==> config.mk <==
export PLATFORM = sky130hd
export DESIGN_NAME = ecc3_corrector
export DESIGN_NICKNAME = d
export VERILOG_FILES = /design/src/rtl/ecc3_pkg.sv /design/src/rtl/ecc3_syndrome.sv /design/src/rtl/ecc3_locate.sv /design/src/rtl/ecc3_rmw.sv /design/src/rtl/ecc3_corrector.sv
export SDC_FILE = /design/constraint.sdc
export NUM_CORES = 1
export LEC_CHECK = 0
export ABC_AREA = 1
export CAP_MARGIN = 5
export CORE_MARGIN = 5
export CORE_UTILIZATION = 26
export CTS_CLUSTER_SIZE = 40
export DETAILED_ROUTE_END_ITERATION = 10
export GPL_TIMING_DRIVEN = 0
export PLACE_DENSITY = 0.6
export SLEW_MARGIN = 20
export SYNTH_ARGS = -nofsm -noshare
export SYNTH_HDL_FRONTEND = slang
export SYNTH_SLANG_ARGS = --single-unit
==> constraint.sdc <==
create_clock -name clk -period 1.5 [get_ports clk]
set_input_delay 0.225 -clock clk [delete_from_list [all_inputs] [get_ports clk]]
set_output_delay 0.225 -clock clk [all_outputs]
set_load 0.02 [all_outputs]
==> src/rtl/ecc3_pkg.sv <==
package ecc3_pkg;
  localparam int BYTE_W     = 8;
  localparam int CODE_BYTES = 3;
  localparam int CODE_W     = BYTE_W * CODE_BYTES;
  localparam int PAIRS      = CODE_W / 2;

  typedef enum logic [1:0] {
    ECC_CLEAN    = 2'd0,
    ECC_FIXED    = 2'd1,
    ECC_CODE_ERR = 2'd2,
    ECC_UNCORR   = 2'd3
  } ecc_status_e;

  typedef enum logic [1:0] {
    RMW_IDLE = 2'd0,
    RMW_RD   = 2'd1,
    RMW_WR   = 2'd2
  } rmw_state_e;
endpackage

==> src/rtl/ecc3_syndrome.sv <==
module ecc3_syndrome
  import ecc3_pkg::*;
(
  input  logic [CODE_W-1:0] stored_i,
  input  logic [CODE_W-1:0] calc_i,
  input  logic              ignore_blank_i,
  output logic [CODE_W-1:0] syn_o,
  output logic              zero_o,
  output logic              blank_o,
  output logic              pairs_ok_o,
  output logic              single_o
);
  logic [PAIRS-1:0] pair_one;

  assign syn_o = stored_i ^ calc_i;

  // each complementary pair must hold exactly one set bit
  for (genvar p = 0; p < PAIRS; p++) begin : g_pair
    assign pair_one[p] = syn_o[2*p] ^ syn_o[2*p+1];
  end

  assign zero_o     = (syn_o == '0);
  assign blank_o    = ignore_blank_i && (stored_i == {CODE_W{1'b1}});
  assign pairs_ok_o = &pair_one;
  assign single_o   = !zero_o && ((syn_o & (syn_o - 1'b1)) == '0);
endmodule

==> src/rtl/ecc3_locate.sv <==
module ecc3_locate
  import ecc3_pkg::*;
#(
  parameter int ADDR_W = 9,
  parameter int BIT_W  = 3
) (
  input  logic [CODE_W-1:0] syn_i,
  output logic [ADDR_W-1:0] byte_idx_o,
  output logic [BIT_W-1:0]  bit_idx_o
);
  localparam int NIB = BYTE_W / 2;

  // odd bits of the low two syndrome bytes carry the low byte index
  for (genvar k = 0; k < NIB; k++) begin : g_low
    assign byte_idx_o[k]       = syn_i[2*k+1];
    assign byte_idx_o[NIB + k] = syn_i[BYTE_W + 2*k+1];
  end
  assign byte_idx_o[ADDR_W-1] = syn_i[2*BYTE_W + 1];

  // upper odd bits of the top syndrome byte carry the bit index
  for (genvar j = 0; j < BIT_W; j++) begin : g_bit
    assign bit_idx_o[j] = syn_i[2*BYTE_W + 2*j + 3];
  end
endmodule

==> src/rtl/ecc3_rmw.sv <==
module ecc3_rmw
  import ecc3_pkg::*;
#(
  parameter int ADDR_W = 9,
  parameter int BIT_W  = 3
) (
  input  logic              clk,
  input  logic              rst_n,
  input  logic              go_i,
  input  logic [ADDR_W-1:0] addr_i,
  input  logic [BIT_W-1:0]  bit_i,
  output logic              busy_o,
  output logic              wr_phase_o,
  output logic              ram_req_o,
  output logic              ram_we_o,
  output logic [ADDR_W-1:0] ram_addr_o,
  output logic [BYTE_W-1:0] ram_wdata_o,
  input  logic [BYTE_W-1:0] ram_rdata_i
);
  rmw_state_e        state_q, state_d;
  logic [ADDR_W-1:0] addr_q;
  logic [BYTE_W-1:0] mask_q;
  logic              load_en;

  assign load_en = (state_q == RMW_IDLE) && go_i;

  always_comb begin
    state_d = state_q;
    case (state_q)
      RMW_IDLE: if (go_i) state_d = RMW_RD;
      RMW_RD:   state_d = RMW_WR;
      RMW_WR:   state_d = RMW_IDLE;
      default:  state_d = RMW_IDLE;
    endcase
  end

  always_ff @(posedge clk or negedge rst_n) begin
    if (!rst_n) begin
      state_q <= RMW_IDLE;
      addr_q  <= '0;
      mask_q  <= '0;
    end else begin
      state_q <= state_d;
      if (load_en) begin
        addr_q <= addr_i;
        mask_q <= BYTE_W'(1) << bit_i;
      end
    end
  end

  assign busy_o      = (state_q != RMW_IDLE);
  assign wr_phase_o  = (state_q == RMW_WR);
  assign ram_req_o   = busy_o;
  assign ram_we_o    = wr_phase_o;
  assign ram_addr_o  = addr_q;
  assign ram_wdata_o = ram_rdata_i ^ mask_q;
endmodule

==> src/rtl/ecc3_corrector.sv <==
module ecc3_corrector
  import ecc3_pkg::*;
#(
  parameter int ADDR_W = 9,
  parameter int BIT_W  = 3
) (
  input  logic              clk,
  input  logic              rst_n,
  input  logic              start_i,
  input  logic [23:0]       stored_code_i,
  input  logic [23:0]       calc_code_i,
  input  logic              ignore_blank_i,
  input  logic              fix_en_i,
  output logic              done_o,
  output logic [1:0]        status_o,
  output logic [ADDR_W-1:0] byte_idx_o,
  output logic [BIT_W-1:0]  bit_idx_o,
  output logic              ram_req_o,
  output logic              ram_we_o,
  output logic [ADDR_W-1:0] ram_addr_o,
  output logic [7:0]        ram_wdata_o,
  input  logic [7:0]        ram_rdata_i
);
  logic [1:0]        rst_sync_q;
  logic              rst_core_n;
  logic [CODE_W-1:0] syn;
  logic              syn_zero, syn_blank, syn_pairs, syn_single;
  logic [ADDR_W-1:0] loc_byte;
  logic [BIT_W-1:0]  loc_bit;
  logic              rmw_busy, rmw_wr, start_ok, go_fix;
  ecc_status_e       status_q, status_d;
  logic [ADDR_W-1:0] byte_q, byte_d;
  logic [BIT_W-1:0]  bit_q, bit_d;
  logic              done_q, done_d;

  always_ff @(posedge clk or negedge rst_n) begin
    if (!rst_n) rst_sync_q <= 2'b00;
    else        rst_sync_q <= {rst_sync_q[0], 1'b1};
  end
  assign rst_core_n = rst_sync_q[1];

  ecc3_syndrome u_syn (
    .stored_i       (stored_code_i),
    .calc_i         (calc_code_i),
    .ignore_blank_i (ignore_blank_i),
    .syn_o          (syn),
    .zero_o         (syn_zero),
    .blank_o        (syn_blank),
    .pairs_ok_o     (syn_pairs),
    .single_o       (syn_single)
  );

  ecc3_locate #(.ADDR_W(ADDR_W), .BIT_W(BIT_W)) u_loc (
    .syn_i      (syn),
    .byte_idx_o (loc_byte),
    .bit_idx_o  (loc_bit)
  );

  assign start_ok = start_i && !rmw_busy;

  always_comb begin
    status_d = status_q;
    byte_d   = byte_q;
    bit_d    = bit_q;
    go_fix   = 1'b0;
    done_d   = rmw_wr;
    if (start_ok) begin
      done_d = 1'b1;
      byte_d = '0;
      bit_d  = '0;
      if (syn_zero || syn_blank) begin
        status_d = ECC_CLEAN;
      end else if (syn_pairs) begin
        status_d = ECC_FIXED;
        byte_d   = loc_byte;
        bit_d    = loc_bit;
        if (fix_en_i) begin
          go_fix = 1'b1;
          done_d = 1'b0;
        end
      end else if (syn_single) begin
        status_d = ECC_CODE_ERR;
      end else begin
        status_d = ECC_UNCORR;
      end
    end
  end

  always_ff @(posedge clk or negedge rst_core_n) begin
    if (!rst_core_n) begin
      status_q <= ECC_CLEAN;
      byte_q   <= '0;
      bit_q    <= '0;
      done_q   <= 1'b0;
    end else begin
      done_q <= done_d;
      if (start_ok) begin
        status_q <= status_d;
        byte_q   <= byte_d;
        bit_q    <= bit_d;
      end
    end
  end

  ecc3_rmw #(.ADDR_W(ADDR_W), .BIT_W(BIT_W)) u_rmw (
    .clk         (clk),
    .rst_n       (rst_core_n),
    .go_i        (go_fix),
    .addr_i      (loc_byte),
    .bit_i       (loc_bit),
    .busy_o      (rmw_busy),
    .wr_phase_o  (rmw_wr),
    .ram_req_o   (ram_req_o),
    .ram_we_o    (ram_we_o),
    .ram_addr_o  (ram_addr_o),
    .ram_wdata_o (ram_wdata_o),
    .ram_rdata_i (ram_rdata_i)
  );

  assign done_o     = done_q;
  assign status_o   = status_q;
  assign byte_idx_o = byte_q;
  assign bit_idx_o  = bit_q;
endmodule

==> impl_metrics.ini <==
[route]
drt_iter0_drc = 280
postRouteAntennaNets = 0
wire_per_inst_um = 14.8
drt_first_pass_iters = 4
drt_wl_total_mm = 12.7
viasPerCell = 4.56
vias = 3895
drc = 0

[sta]
hold_violations = 0
period_needed_ns = 2.09
finalCritPeriodShare = 1.39
setup_viol_count_final = 33
worst_slew_pin_slew_ns = 0.763
max_freq_mhz = 479
rsz0062_at_grt = true
worst_slack_ns = -0.587
slew-limit-headroom = 0.491
drv_slew = 0
clock_skew_ns = 0.00533
setup_tns_ns = -15.31

[global_routing]
grt-ovfl-total = 0
grt_pass1_vias = 4010
grt_max_degree = 35
grt_util_all_layers = 0.168
grt_pass1_wl_mm = 20.0
antenna_found_initial = 0

[worst_hold_path]
hp-class = input pin to asynchronous set/reset pin

[synthesis]
syn_avg_cell_area_sq_um = 6.33
synth_top_area_share = 0.271
seq_area_frac_synth = 0.271
synthArstFlopShare = 1.00
synth-edff-count = 0
synth_seq_cells = 36
netlist_top_cells_count = nand2_1 (187), inv_1 (71), nand3_1 (44)
synth_nets = 602
syn_area_sq_um = 3330
synth_area_leaders = dfrtp_1 (27%), nand2_1 (21%), inv_1 (8.0%), nand3_1 (6.6%), ha_1 (6.0%)
ys.flop_type = dfrtp_1
synth_largest_area_cell = dfrtp_1
yosysUniqueCellTypes = 36
syn_inst = 525
ys_warn_count = 0
synth_most_common_cell = nand2_1

[floorplan]
die_h_um = 123
ios = 95
core_sq_um = 12600
chipWidth_um = 123
std_cell_rows = 41
die_area_sq_um = 15200
start_util = 0.265

[worst_setup_path]
cp_common_cell = inv_4
crit_slowest_cell = or3_4
worst-path-max-fanout = 5
worst-setup-path-type = input pin to flip-flop
critPathCaptureType = flip-flop
start_kind = input pin
path_cells = buf_8, inv_4, or2_4, nand2_4, inv_4, ha_4, nand4_1, or3_4, clkinv_4, nand2_4, nor3_4, inv_4, bufbuf_16, nand2_2, o21ai_2
cp.arrival_ns = 2.26
critPathMaxStageDelay_ns = 0.42
cp.required_ns = 1.67

[clocking]
clk_latency_ns = 0.28
cts_buffers = 5
htreeDepth = 2
cts_root_buf = clkbuf_16
clockBufferDepth = 2
cts_tree = built
clkTransAtPathRegs_ns = 0.06
cts.sinks = 36
hold_buffers = 0

[placement]
place_hpwl_mm = 9.29
gp_congestion = 0.948
port_buffers = 94
pre_cts_ws_ns = -1.54

[power_and_ir_drop]
fin_total_pwr_mw = 3.37
p_leak_nw = 2.95
p_per_area_nw_per_um2 = 589
ir_drop_v = 0.000391

[run]
maxCapViolCount = 0

[cells_and_area]
fillerInstances = 1259
layout-drive-gt1-share = 0.378
area_growth_pct = 71.9
antenna_cells = 0
final_net_count = 759

[outcome]
violations = setup timing
outcome = finished with violations
## power by group
part	leakage, nW	total, mW	switching [mW]	internal, mW
logic	2.37	1.09	0.623	0.465
registers	0.489	1.00	0.0223	0.981
clock network	0.0901	1.28	0.401	0.875
total	2.95	3.37	1.05	2.32
## worst max-delay path, delay by kind of cell
kind / cells / cell delay [ns]
AO/OA/AOI/OAI: 1 / 0.05
adder cells (fa/ha/maj): 1 / 0.26
AND/OR/NAND/NOR: 7 / 1.16
buffers and inverters: 6 / 0.56
## kinds of logic after synthesis
kind of cell               share of synthesized area
and+or+nand+nor                                0.441
buffers and inverters                          0.108
AOI/OAI and AO/OA                             0.0899
DFF                                            0.271
adders and majority gates                     0.0602
xor gates and xnor gates                      0.0286
other                                        0.00113
## cell usage in the layout (no fill, tap or decap), types with 2 or more instances in the layout
master and n:
nand3_4 4, inv_4 6, xor2_1 8, buf_8 4, nand2_2 38, inv_1 59, nand2_4 22, a21oi_1 5
clkbuf_2 16, nor2_2 5, clkbuf_8 2, ha_1 4, nand3_1 30, nor4_4 2, nand2_1 155, nor3_1 3
dlymetal6s2s_1 10, dfrtp_1 35, buf_2 10, clkbuf_16 5, o21ai_0 6, nor2_4 5, buf_12 5, nand4_1 12
nand3_2 12, inv_2 12, o21ai_1 5, nor2_1 35, clkdlybuf4s50_1 18, nor3_2 2, buf_6 13, clkdlybuf4s15_2 4
ha_4 12, dlygate4sd2_1 23, nor4_1 2, buf_4 43, clkdlybuf4s15_1 8, o21ai_2 24
## layout make-up
cell class | count | area (sq um) | area share
Buffer | 8 | 93.8 | 0.0164
Clock buffer | 7 | 153 | 0.0267
Clock inverter | 1 | 30.0 | 0.00525
Inverter | 79 | 322 | 0.0562
Multi-Input combinational cell | 402 | 2640 | 0.461
Sequential cell | 36 | 902 | 0.158
Tap cell | 172 | 215 | 0.0376
Timing Repair Buffer | 150 | 1370 | 0.239
## timing repair
item                       in CTS  in global routing
buffers inserted               47                  9
pin swaps                      48                 41
setup endpoints to repair      49                 44
resized for setup             238                 92
cloned                          4                  0
## through the flow
step                      cells  hold slack [ns]  cell area [sq um]   util
after floorplan             525          -0.0706               3400      -
after detailed placement    791            0.348               4560  0.363
after global placement      791            0.339               4560  0.363
final                       855            0.113               5720  0.455
after global routing        855            0.113               5720  0.455
after CTS                   847            0.110               5530  0.440
## per-layer routing
| metal | track usage | share of wire |
|---|---|---|
| met4 | 0.0616 | 0.025 |
| met3 | 0.0215 | 0.046 |
| met2 | 0.299 | 0.50 |
| met5 | 0 | 0 |
| met1 | 0.208 | 0.43 |
## sequential cells by signal (all words and copies together) (netlist names)
name / cells
status_o: 2
done_o: 1
u_rmw.ram_addr_o: 9
byte_idx_o: 9
rst_sync_q: 2
u_rmw.mask_q: 8
bit_idx_o: 3
u_rmw.state_q: 2
## final timing paths
| check | from | to | slack (ns) | cells after the start |
|---|---|---|---|---|
| setup / recovery | stored_code_i[22] | u_rmw.mask_q[7]$_DFFE_PN0P_ | -0.59 | 15 |
| hold / removal | rst_n | rst_sync_q[0]$_DFF_PN0_ | 0.11 | 1 |
| setup reg to reg | u_rmw.state_q[0]$_DFFE_PN0P_ | status_o[1]$_DFFE_PN0P_ | -0.25 | 6 |
| hold reg to reg | rst_sync_q[1]$_DFF_PN0_ | u_rmw.mask_q[6]$_DFFE_PN0P_ | 0.34 | 0 |
| max in group asynchronous | rst_sync_q[1]$_DFF_PN0_ | byte_idx_o[2]$_DFFE_PN0P_ | 0.66 | 0 |
| min in group clk | calc_code_i[13] | u_rmw.ram_addr_o[6]$_DFFE_PN0P_ | 0.36 | 4 |
(Power assumes the default switching activity.)
